===== config.mk =====
export PLATFORM = sky130hd
export DESIGN_NAME = tcam_match_array
export DESIGN_NICKNAME = d
export VERILOG_FILES = /design/src/rtl/tcam_match_array.sv
export SDC_FILE = /design/constraint.sdc
export NUM_CORES = 2
export LEC_CHECK = 0
export BUFFER_PORTS_ARGS = -buffer_cell sky130_fd_sc_hd__buf_2
export CELL_PAD_IN_SITES_DETAIL_PLACEMENT = 0
export CELL_PAD_IN_SITES_GLOBAL_PLACEMENT = 1
export CORE_MARGIN = 2
export CORE_UTILIZATION = 43
export CTS_CLUSTER_SIZE = 28
export DETAILED_ROUTE_END_ITERATION = 10
export PLACE_DENSITY_LB_ADDON = 0.2
export SYNTH_ARGS = -nofsm -noshare
export SYNTH_HDL_FRONTEND = slang
export SYNTH_SLANG_ARGS = --single-unit

===== constraint.sdc =====
create_clock -name clk -period 3.25 [get_ports clk]
set_input_delay 0.65 -clock clk [delete_from_list [all_inputs] [get_ports clk]]
set_output_delay 0.65 -clock clk [all_outputs]
set_load 0.05 [all_outputs]

===== src/rtl/tcam_match_array.sv =====
// Ternary match array: each entry stores a parent index, a value and a
// byte compare mask. Produces a match vector for a {parent, value} key.
// Assumes: at most one write per cycle; writes are visible from the next cycle.
module tcam_match_array #(
    parameter int ENTRIES = 32,
    parameter int VAL_W   = 32,
    parameter int PAR_W   = 6,
    localparam int IDX_W  = $clog2(ENTRIES),
    localparam int BYTES  = VAL_W / 8
) (
    input  logic               clk,
    input  logic               rst_n,
    input  logic               wr_en,
    input  logic [IDX_W-1:0]   wr_idx,
    input  logic [PAR_W-1:0]   wr_parent,
    input  logic [VAL_W-1:0]   wr_val,
    input  logic [BYTES-1:0]   wr_bmask,
    input  logic [PAR_W-1:0]   key_parent,
    input  logic [VAL_W-1:0]   key_val,
    output logic [ENTRIES-1:0] match_vec
);
    for (genvar e = 0; e < ENTRIES; e++) begin : g_entry
        logic             vld_q;
        logic [PAR_W-1:0] par_q;
        logic [VAL_W-1:0] val_q;
        logic [VAL_W-1:0] care_q;

        // Capture the entry key and its expanded care mask on a write.
        always_ff @(posedge clk) begin
            if (!rst_n) begin
                vld_q  <= 1'b0;
                par_q  <= '0;
                val_q  <= '0;
                care_q <= '0;
            end else if (wr_en && wr_idx == IDX_W'(e)) begin
                vld_q  <= 1'b1;
                par_q  <= wr_parent;
                val_q  <= wr_val;
                for (int b = 0; b < BYTES; b++) care_q[b*8 +: 8] <= {8{wr_bmask[b]}};
            end
        end

        // Compare the key against this entry, ignoring don't-care bytes.
        always_comb begin
            match_vec[e] = vld_q && (par_q == key_parent) &&
                           (((val_q ^ key_val) & care_q) == '0);
        end
    end
endmodule


Yosys cells after proc, flatten, opt, wreduce, memory -nomap -nowiden
Index checks and enable logic that the tools add are counted.
{"block": "totals", "register_bits": 2048, "input_bits": 88, "out_inout_bits": 32, "word_cells": 384}
{"block": "classes", "eq_ne": 63, "bitwise_logic": 64, "reduce_logical": 129}
{"op": "bitwise AND 32 bit", "n": 32}
{"op": "logical NOT 32 bit", "n": 32}
{"op": "bitwise XOR 32 bit", "n": 32}
{"op": "== test 6 bit", "n": 32}
{"op": "logical AND 1 bit", "n": 96}
{"op": "== test 5 bit, second input constant", "n": 16}
{"op": "== test 5 x 4 -> 1 bit, second input constant", "n": 8}
{"op": "== test 5 x 3 -> 1 bit, second input constant", "n": 4}
{"op": "== test 5 x 2 -> 1 bit, second input constant", "n": 2}
{"op": "== test 5 x 1 -> 1 bit, second input constant", "n": 1}
{"op": "logical NOT 5 bit", "n": 1}

Depth between registers and ports, before layout
{"block": "logic_depth", "depth_word": 4, "ltp_mapped": 7, "ltp_nobuf": 5}

Least setup slack after synthesis
No wires, ideal clock.
{"block": "synth_path", "path_kind": "input-to-output", "from": "input key_val[30]", "to": "output match_vec[16]", "t_arrival_ns": 2.590, "required_ns": 2.600, "path_slack_ns": 0.010, "path_stages": 7, "n_path_buf": 2, "path_cell_list": "clkbuf_1 -> buf_1 -> xnor2_1 -> nand4_1 -> o21ai_0 -> nand4_1 -> a21oi_1"}
{"block": "synth_between", "elab_chain_len": 4}
{"item": "start: declaration", "line_no": "19", "rtl": "input logic [VAL_W-1:0] key_val,"}
{"item": "bitwise XOR 32 bit", "line_no": "46", "rtl": "(((val_q ^ key_val) & care_q) == '0);"}
{"item": "bitwise AND 32 bit", "line_no": "46"}
{"item": "logical NOT 32 bit", "line_no": "46"}
{"item": "logical AND 1 bit", "line_no": "45", "rtl": "match_vec[e] = vld_q && (par_q == key_parent) &&"}
{"item": "end: declaration", "line_no": "20", "rtl": "output logic [ENTRIES-1:0] match_vec"}
Every way passes these cells.

Worst setup path in the final report
{"block": "layout_path", "from": "input key_val[20]", "to": "output match_vec[9]"}
The elaborated chain is that of the path after synthesis.

==> results.tsv <==
metric	value	unit
p_comb_frac	0.086	
startpoint	key_val[20]	
worstHoldPathType	in2reg	
rsz0062_at_grt	no	
io_buffers	119	
synthMuxAreaShare	0	
core	150000	um^2
layout_common_cells	nand2_1 (2,754), dfxtp_1 (1,376), a21boi_0 (1,119)	
ys_types	22	
finalSetupViolCount	0	
avgSynthCellArea	8.10	um^2
clkSinkCount	1376	
overflow	0	
drc	0	
drt_first_pass_iters	5	
crit_type	in2out	
post-dp-hpwl	143000	um
synth_compound_area_frac	0.169	
start_util	0.433	
drtIter0Drc	4022	
vdd_ir_drop_max	544	uV
layout_commonest_cell	nand2_1	
hp-start	wr_val[13]	
synth_cells	7991	
gp_congestion	0.861	
cts_buffers	154	
pin_count	120	
reg2reg_from	g_entry[20].val_q[9]$_SDFFE_PN0P_	
maxCapViolCount	0	
drv_slew	0	
die-area	154000	um^2
outcome	finished, final reports clean	
drt_wl_total	227000	um
hold_violations	0	
intPower	0.0284	W
period_minus_slack	3.16	ns
cts_tree	yes	
chipWidth	392	um
drive_gt1_frac	0.0913	
start_kind	input port	
power.leakage	23.4	nW
antenna_found_initial	7	
clock_latency	0.79	ns
synth_top_family_by_area	simple AND/OR/NAND/NOR gates	
finalClockSkew	0	ns
arrival	2.51	ns
p_seq_frac	0.452	
grt.total_usage	0.292	
syn_area	64700	um^2
ys_ff_latch	1376	
post_drt_wl_per_cell	22.6	um
grt_pass1_vias	50700	
nNetsFinal	8000	
area_delta_synth_final	15.9	%
grt_pass1_wl	337000	um
antenna_left	0	
p_per_area	503	nW/um^2
post_cts_buffers	0	
vias_per_cell	5.31	
num_rows	142	
yosys_warnings	0	
cp_data_required_time	2.60	ns
cts.clk_slew.worst_paths	0.06	ns
synth-xor-area-share	0.165	
critPathMaxFanout	11	
synth_adder_area_share	0	
grt_max_degree	148	
clockPowerShare	0.461	
fp.dieH	392	um
root_buffer	clkbuf_16	
fin_crit_sh	0.973	
max_freq	316	MHz
whs	0.173	ns
power	0.0377	W
sw_frac_of_total	0.247	
htreeDepth	4	
via_count	53200	
ys_seq_area_frac	0.426	
cts_max_path_buffers	3	
p_switching	0.00931	W
syn_nets	8079	
worst_pin_slew	1.21	ns
slew_headroom	0.195	
end_kind	output pin	
synthSimpleGateAreaFrac	0.199	
[metrics by stage]
stage / TNS [ns] / cell area, um^2 / setup slack, ns / cells / util
4_1_cts: 0 / 74900 / 0.00657 / 10000 / 0.501
6_report: 0 / 75000 / 0.0880 / 10000 / 0.501
5_1_grt: 0 / 75000 / 0.00171 / 10000 / 0.501
3_3_place_gp: -0.499 / 70000 / -0.262 / 9772 / 0.468
2_1_floorplan: 0 / 64700 / 0.0104 / 7991 / -
3_5_place_dp: -0.425 / 70000 / -0.197 / 9772 / 0.468
[metal layers]
metal / up-vias / routed length [um] / track usage
met1: 26000 / 102000 / 0.392
met3: 342 / 12100 / 0.0377
met2: 1347 / 107000 / 0.489
li1: 25600 / - / -
met5: - / 41 / 0
met4: 6 / 6560 / 0.0841
[final timing paths]
check                                            end  slack, ns  cells after the start
setup / recovery                        match_vec[9]       0.09                     10
hold / removal    g_entry[17].val_q[13]$_SDFFE_PN0P_       0.17                      3
setup reg to reg   g_entry[20].val_q[9]$_SDFFE_PN0P_       2.53                      2
hold reg to reg   g_entry[8].care_q[15]$_SDFFE_PN0P_       0.45                      2
[cells by family after synthesis]
family                 after synthesis
flip-flops                        1376
AND/OR/NAND/NOR                   3198
XOR/XNOR                          1216
buffers and inverters              697
AO/OA/AOI/OAI                     1504
[registers in the layout (all words and copies together) (netlist names)]
register,flops
g_entry.care_q,128
g_entry.par_q,192
g_entry.val_q,1024
g_entry.vld_q,32
[cell type report]
type	instances	area, um^2
Clock buffer	238	4700
Sequential cell	1376	27500
Timing Repair Buffer	462	5160
Fill cell	14400	74600
Clock inverter	24	269
Multi-Input combinational cell	5918	34800
Antenna cell	3	7.51
Tap cell	2016	2520
[cells in the mapped netlist, drive strengths merged]
library cell  instances  area share
nand2b                5     0.00048
nand2              2758        0.16
nand4               286       0.028
xnor2              1096        0.15
nor3                  2     0.00015
and2                  1    0.000097
dfxtp              1376        0.43
clkbuf              576       0.033
nor2                 69      0.0040
buf                 121      0.0078
or2                   1    0.000097
xor2                120       0.016
nand3                33      0.0026
a21boi             1344        0.16
and2b                 1     0.00012
a21oi                 3     0.00023
nor4                 38      0.0037
o21a                 32      0.0037
o21ai               125      0.0097
nor2b                 4     0.00039
[power by group through the flow]
stage	sequential [W]	combinational [W]	clock [W]
after floorplan	0.0174	0.00185	0
after global placement	0.0174	0.00322	0
after detailed placement	0.0174	0.00323	0
after CTS	0.0171	0.00324	0.0177
after global routing	0.0171	0.00342	0.0184
final	0.0171	0.00326	0.0174
[critical path, cell delays in order]
cell	delay, ns
buf_2	0.12
buf_4	0.34
buf_4	0.22
xnor2_1	0.14
nand4_1	0.09
o21ai_0	0.30
nand3_1	0.14
nor2_1	0.21
buf_4	0.16
buf_12	0.12
[what timing repair did]
action                                  CTS  global route
hold buffers                              0             0
resized for setup                        11            29
endpoints found under the setup margin    8            17
pin swaps                                 0             4
No activity file was read; power rests on OpenSTA's default activity.
